**src/rtl/dma_engine.sv**
```systemverilog
`timescale 1ns/1ps
module dma_engine #(
  parameter int AW = 16,
  parameter int DW = 16,
  parameter int CW = 8
) (
  input  logic          clk,
  input  logic          rst_n,
  input  logic [1:0]    reg_sel,
  input  logic          reg_wr,
  input  logic          reg_rd,
  input  logic [AW-1:0] reg_wdata,
  output logic [AW-1:0] reg_rdata,
  input  logic          dreq,
  output logic          dack,
  output logic          hold,
  input  logic          bus_grant,
  output logic          irq,
  output logic [AW-1:0] mem_addr,
  output logic          mem_rd,
  output logic          mem_wr,
  output logic [DW-1:0] mem_wdata,
  input  logic [DW-1:0] mem_rdata,
  output logic [AW-1:0] dev_addr,
  output logic          dev_rd,
  output logic          dev_wr,
  output logic [DW-1:0] dev_wdata,
  input  logic [DW-1:0] dev_rdata
);
  typedef enum logic [1:0] {S_IDLE, S_REQ, S_XFER} st_t;

  st_t           st;
  logic          busy, done, ien, dir;
  logic [1:0]    mode;
  logic [AW-1:0] addr, dadr;
  logic [CW-1:0] cnt;
  logic [AW-1:0] stat;

  wire demand = mode[1];
  wire block  = !mode[1] && mode[0];
  wire last   = &cnt;
  wire wr_ok  = reg_wr && !busy;

  assign hold = (st != S_IDLE);
  assign dack = (st == S_XFER) && bus_grant;
  wire   xfer = dack && (!demand || dreq);

  assign irq       = done && ien;
  assign mem_addr  = addr;
  assign mem_wr    = xfer && !dir;
  assign mem_rd    = xfer && dir;
  assign mem_wdata = dev_rdata;
  assign dev_addr  = dadr;
  assign dev_rd    = xfer && !dir;
  assign dev_wr    = xfer && dir;
  assign dev_wdata = mem_rdata;

  always_comb begin
    stat = '0;
    stat[5:0] = {ien, dir, mode, done, busy};
    case (reg_sel)
      2'd0:    reg_rdata = stat;
      2'd1:    reg_rdata = addr;
      2'd2:    reg_rdata = AW'(cnt);
      default: reg_rdata = dadr;
    endcase
  end

  always_ff @(posedge clk) begin
    if (!rst_n) begin
      busy <= 1'b0;
      ien  <= 1'b0;
      dir  <= 1'b0;
      mode <= 2'd0;
      addr <= '0;
      cnt  <= '0;
      dadr <= '0;
    end else begin
      if (wr_ok) begin
        case (reg_sel)
          2'd0: begin
            busy <= reg_wdata[0];
            mode <= reg_wdata[3:2];
            dir  <= reg_wdata[4];
            ien  <= reg_wdata[5];
          end
          2'd1:    addr <= reg_wdata;
          2'd2:    cnt  <= reg_wdata[CW-1:0];
          default: dadr <= reg_wdata;
        endcase
      end
      if (xfer) begin
        addr <= addr + 1'b1;
        cnt  <= cnt + 1'b1;
        if (last) busy <= 1'b0;
      end
    end
  end

  always_ff @(posedge clk) begin
    if (!rst_n)
      done <= 1'b0;
    else if (xfer && last)
      done <= 1'b1;
    else if (reg_rd && reg_sel == 2'd0)
      done <= 1'b0;
  end

  always_ff @(posedge clk) begin
    if (!rst_n) st <= S_IDLE;
    else begin
      case (st)
        S_IDLE: if (busy && dreq) st <= S_REQ;
        S_REQ:  if (bus_grant) st <= S_XFER;
        default: begin
          if (!bus_grant) st <= S_REQ;
          else if (xfer) begin
            if (last || !(block || demand)) st <= S_IDLE;
          end else st <= S_IDLE;
        end
      endcase
    end
  end
endmodule

```
**config.mk**
```make
export PLATFORM = sky130hd
export DESIGN_NAME = dma_engine
export DESIGN_NICKNAME = d
export VERILOG_FILES = /design/src/rtl/dma_engine.sv
export SDC_FILE = /design/constraint.sdc
export NUM_CORES = 1
export LEC_CHECK = 0
export BUFFER_PORTS_ARGS = -buffer_cell sky130_fd_sc_hd__buf_2
export CAP_MARGIN = 10
export CORE_MARGIN = 5
export CORE_UTILIZATION = 42
export CTS_CLUSTER_SIZE = 28
export DETAILED_ROUTE_END_ITERATION = 16
export PLACE_DENSITY = 0.76
export SYNTH_ARGS = -nofsm -noshare
export SYNTH_HDL_FRONTEND = slang
export SYNTH_SLANG_ARGS = --single-unit
```
**constraint.sdc**
```tcl
create_clock -name clk -period 1.6 [get_ports clk]
set_input_delay 0 -clock clk [delete_from_list [all_inputs] [get_ports clk]]
set_output_delay 0 -clock clk [all_outputs]
set_load 0.01 [all_outputs]
```
## Word-level counts from Yosys, hierarchy flattened

Index checks and enable logic that the tools add are counted.

| word-level totals | value |
|---|---|
| register bits | 48 |
| input bits | 56 |
| output and inout port bits | 87 |
| logic and storage cells | 69 |

| cells by class | value |
|---|---|
| add/sub/neg operators | 2 |
| equality and inequality tests | 7 |
| muxes and demuxes | 19 |
| bitwise logic cells | 1 |
| reduce and logical (&&, ||, !) cells | 31 |

Operators by type and width:

| kind | number |
|---|---|
| 2-to-1 mux 16 bit | 3 |
| case mux 16 bit (3 select lines) | 1 |
| 2-to-1 mux 8 bit | 3 |
| adder 16 x 1 -> 16 bit (second input constant) | 1 |
| logical AND 1 bit | 10 |
| 2-to-1 mux 2 bit | 5 |
| nonzero test 2 bit | 5 |
| adder 8 x 1 -> 8 bit (second input constant) | 1 |
| AND reduction 2 bit | 4 |
| AND reduction 8 bit | 1 |
| 2-to-1 mux 1 bit | 6 |
| != test 5 x 2 -> 1 bit (second input constant) | 1 |
| == test 2 x 1 -> 1 bit (second input constant) | 2 |
| == test 2 bit (second input constant) | 2 |
| logical NOT 1 bit | 4 |
| logical NOT 2 bit | 2 |
| != test 2 bit (second input constant) | 2 |
| case mux 2 bit (2 select lines) | 1 |
| logical OR 1 bit | 3 |
| AND reduction 3 bit | 1 |
| OR reduction 3 bit | 1 |
| inverter 1 bit | 1 |

## Logic depth before layout (Yosys ltp)

| depth | value |
|---|---|
| depth in word-level cells | 9 |
| mapped depth | 7 |
| mapped depth without buffers | 5 |

## Worst setup path after synthesis

Ideal clock, no wire load.

| timing path | value |
|---|---|
| path kind | register -> register |
| start | reg addr[0] (netlist: mem_addr[0]) |
| end | reg addr[10] (netlist: mem_addr[10]) |
| setup time | 0.058 ns |
| arrival time | 1.589 ns |
| slack | -0.047 ns |
| cell stages (with the launch flop) | 7 |
| path buffers | 1 |
| period minus slack after synthesis | 1.647 ns |
| cell sequence | dfxtp_1 > ha_1 > and3_1 > clkbuf_1 > and4_4 > a221o_1 > o21ba_1 |

| on the way | value |
|---|---|
| longest elaborated chain between the ends | 2 |

Ends and longest elaborated chain:

| what | RTL line | RTL |
|---|---|---|
| start, declared | 35 | `logic [AW-1:0] addr, dadr;` |
| start signal, assigned | 87 | `2'd1: addr <= reg_wdata;` |
| start signal, assigned | 93 | `addr <= addr + 1'b1;` |
| adder 16 x 1 -> 16 bit | 93 |  |
| 2-to-1 mux 16 bit | 92 | `if (xfer) begin` |

Every way passes these cells.
A chain may end at the register's enable or synchronous reset.

## Worst setup path after layout

| timing path | value |
|---|---|
| start | reg mode[1] |
| end | reg cnt[7] |

| on the way | value |
|---|---|
| longest elaborated chain between the ends | 5 |
| elaborated cells on any way between the ends | 7 |
| those cells by class | mux (1); reduce/logical (6) |

Ends and longest elaborated chain:

| what | RTL line | RTL |
|---|---|---|
| start, declared | 34 | `logic [1:0] mode;` |
| start signal, assigned | 83 | `mode <= reg_wdata[3:2];` |
| logical NOT 1 bit * | 46 | `wire xfer = dack && (!demand \|\| dreq);` |
| logical OR 1 bit * | 46 |  |
| logical AND 1 bit * | 46 |  |
| nonzero test 2 bit (no source line) | - |  |
| AND reduction 2 bit (no source line) | - |  |
| end signal, assigned | 88 | `2'd2: cnt <= reg_wdata[CW-1:0];` |
| end signal, assigned | 94 | `cnt <= cnt + 1'b1;` |
| end, declared | 36 | `logic [CW-1:0] cnt;` |

Every way passes the cells marked *; elsewhere a longest branch is shown, timed or not.

==> flow_metrics.tcl <==
set metrics [dict create \
    portBuffers 78 \
    syn_to_final_growth_pct 24.10 \
    ys_top_cells_by_area "dfxtp_1 (32%), buf_4 (8.5%), a21oi_1 (6.7%)" \
    viasPerCell 5.713 \
    core_um2 6869 \
    cts.sinks 48 \
    path_depth 4 \
    drc_errors 0 \
    drtPass1Iterations 5 \
    p_total_mw 2.411 \
    timing.rr.end "cnt[7]" \
    crit_path_end "cnt[7]" \
    synth_top_cell_area_share 0.3208 \
    synth_cells 360 \
    post_dp_cell_area_um2 3412 \
    cts-buffers-inserted 5 \
    tightest_slew_ns 0.3273 \
    startpoint "mode[1]" \
    fin_nets 502 \
    min_period_ns 1.516 \
    fp.dieW_um 94.45 \
    timing.rr.start "mode[1]" \
    yosys.area.top_type "dfxtp_1" \
    clockBufferDepth 2 \
    wire_per_inst_um 17.50 \
    cp_max_fo 6 \
    synth_seq_cells 48 \
    hold_viol 0 \
    r2r_slack_ns 0.08 \
    hp-start "mem_rdata[12]" \
    h-tree-depth 2 \
    avgSynthCellArea_um2 8.320 \
    ys_seq_area_frac 0.3208 \
    grt_max_degree 29 \
    ff2ff_path_depth 4 \
    fin_worst_skew_ns 0.008110 \
    post-route-period-util 0.9478 \
    ant_nets 0 \
    synth_flop_cell "dfxtp_1" \
    slowest_stage "dfxtp_1" \
    layout-drive-gt1-share 0.3536 \
    startpoint_type "register" \
    die_h_um 94.45 \
    whs_ns 0.000003906 \
    cts-root-buf "clkbuf_8" \
    utilization 0.5412 \
    finalWorstSetupSlack_ns 0.08359 \
    ys_async_sr_fraction 0 \
    place_congestion 0.9243 \
    powerDensity_nw_per_um2 648.6 \
    setup-violations-final 0 \
    cts_tree "done" \
    place_ws_ns 0.05132 \
    rows 30 \
    max_stage_delay_ns 0.36 \
    overflow 0 \
    dp_hpwl_mm 6.985 \
    grt_util_all_layers 0.2093 \
    drtIter0Drc 246 \
    crit_arrival_ns 1.72 \
    antenna_found_initial 0 \
    min_path_type "in -> out" \
    crit_buf_inv 0 \
    status "complete, no violations" \
    crit_chain "and2b_2, nor4_4, a311oi_1, a2111oi_2" \
    num_vias 3091 \
    fmaxAchievable_ghz 0.6595 \
    synth_edf_count 0 \
    worst-setup-path-type "reg -> reg" \
    power.leakage_nw 1.653 \
    io_pins 143 \
    ys_types 58 \
    grt_pass1_wl_mm 14.79 \
    cpLargestDelayFamily "simple AND/OR/NAND/NOR gates" \
    yosys_warnings 0 \
    die_area_um2 8921 \
    final_max_slew_viol_count 0 \
    cts.clk_slew.worst_paths_ns 0.09 \
    end_kind "register" \
    maxCapViolations 0 \
    maxSlewHeadroom 0.7798 \
    start_util 0.4361 \
    syn-num-nets 418 \
    routed_wl_mm 9.468 \
    worstSkewPairLatency_ns 0.30 \
    netlist_area_um2 2995 \
    grt_pass1_vias 2978 \
    worst_ep_required_time_ns 1.81 \
    final_area_um2 3717 \
    ir_worst_vdd_uv 401.3 \
]
timing repair:
action                                  CTS  global route
hold endpoints to repair                 22             0
hold buffers                             18             0
resized for setup                         0            11
endpoints found under the setup margin    0            15
buffers inserted                          0             3
registers in the layout, indices dropped and copies added, names as in the netlist:
signal	cells
dev_addr	16
mem_addr	16
cnt	8
mode	2
st	2
busy	1
dir	1
done	1
ien	1
stage by stage:
stage                       TNS, ns  std cells
final                             0        541
after global routing      -0.006758        540
after CTS                         0        537
after detailed placement          0        512
after global placement            0        512
after floorplan                   0        360
worst reg2reg max path: stages (launching register included):
cell and delay [ns]:
dfxtp_1 0.36, and2b_2 0.27, nor4_4 0.31, a311oi_1 0.16, a2111oi_2 0.33
where the power goes:
group	switching, mW	internal [mW]
combinational	0.215	0.198
sequential	0.0422	1.24
clock	0.421	0.297
total	0.679	1.73
how the worst min path moves through the flow:
stage,end,slack [ns],cells after the start
after floorplan,dev_wdata[0],0.09,1
after global placement,dev_wdata[14],0.00007,0
after detailed placement,dev_wdata[14],0.00007,0
after CTS,dev_wdata[14],0.00007,0
after global routing,mem_wdata[13],0.00002,0
final,dev_wdata[12],0.000004,0
layout by cell type, fill, tap and decap left out, drive strengths merged, types with 6 or more instances in the layout:
| master | instances |
|---|---|
| nand3 | 12 |
| buf | 117 |
| mux4 | 6 |
| mux2i | 13 |
| nor2 | 12 |
| dlygate4sd3 | 18 |
| dfxtp | 48 |
| nor3 | 10 |
| o21ai | 11 |
| and3 | 9 |
| inv | 13 |
| nand2 | 46 |
| a21oi | 41 |
| nor2b | 10 |
routing by layer:
layer / routed length [um] / global-route usage / up-vias / share of wire
met5: 0 / 0 / - / 0
met4: 291 / 0.07692 / 0 / 0.031
met3: 831 / 0.03984 / 38 / 0.088
met2: 4519 / 0.3475 / 169 / 0.48
met1: 3825 / 0.2701 / 1456 / 0.40
li1: - / - / 1428 / -
Yosys cell counts, types with 3 or more instances:
cell type,count
mux2_2,4
a31oi_1,5
nand2b_1,3
clkbuf_1,10
mux4_2,6
or3_1,4
and3_1,9
nor2_1,11
a211oi_1,3
nor3_1,10
nand4_1,4
nor2b_1,10
nand2_1,46
buf_2,12
nand3_1,12
mux2i_1,13
o21ai_1,4
and4_1,3
a22o_1,3
inv_1,12
a311oi_1,3
o21ai_0,7
and2_1,3
buf_4,34
a21oi_1,40
a32oi_1,5
dfxtp_1,48
kinds of logic after synthesis:
group                      Yosys count  share of synthesized area
and+or+nand+nor                    127                     0.2297
adders and majority gates            2                   0.008353
AOI/OAI and AO/OA                   87                     0.1926
DFF                                 48                     0.3208
muxes                               23                     0.1036
xor gates and xnor gates             2                   0.005849
buffers and inverters               71                     0.1391
cell type report:
cell class / instances / area [um2]
Fill cell: 655 / 3152
Multi-Input combinational cell: 241 / 1633
Sequential cell: 48 / 968.4
Timing Repair Buffer: 135 / 863.3
Tap cell: 96 / 120.1
Clock buffer: 5 / 68.82
Inverter: 13 / 48.80
Clock inverter: 2 / 12.51
Antenna cell: 1 / 2.502
Power figures use the tool's default switching activity.
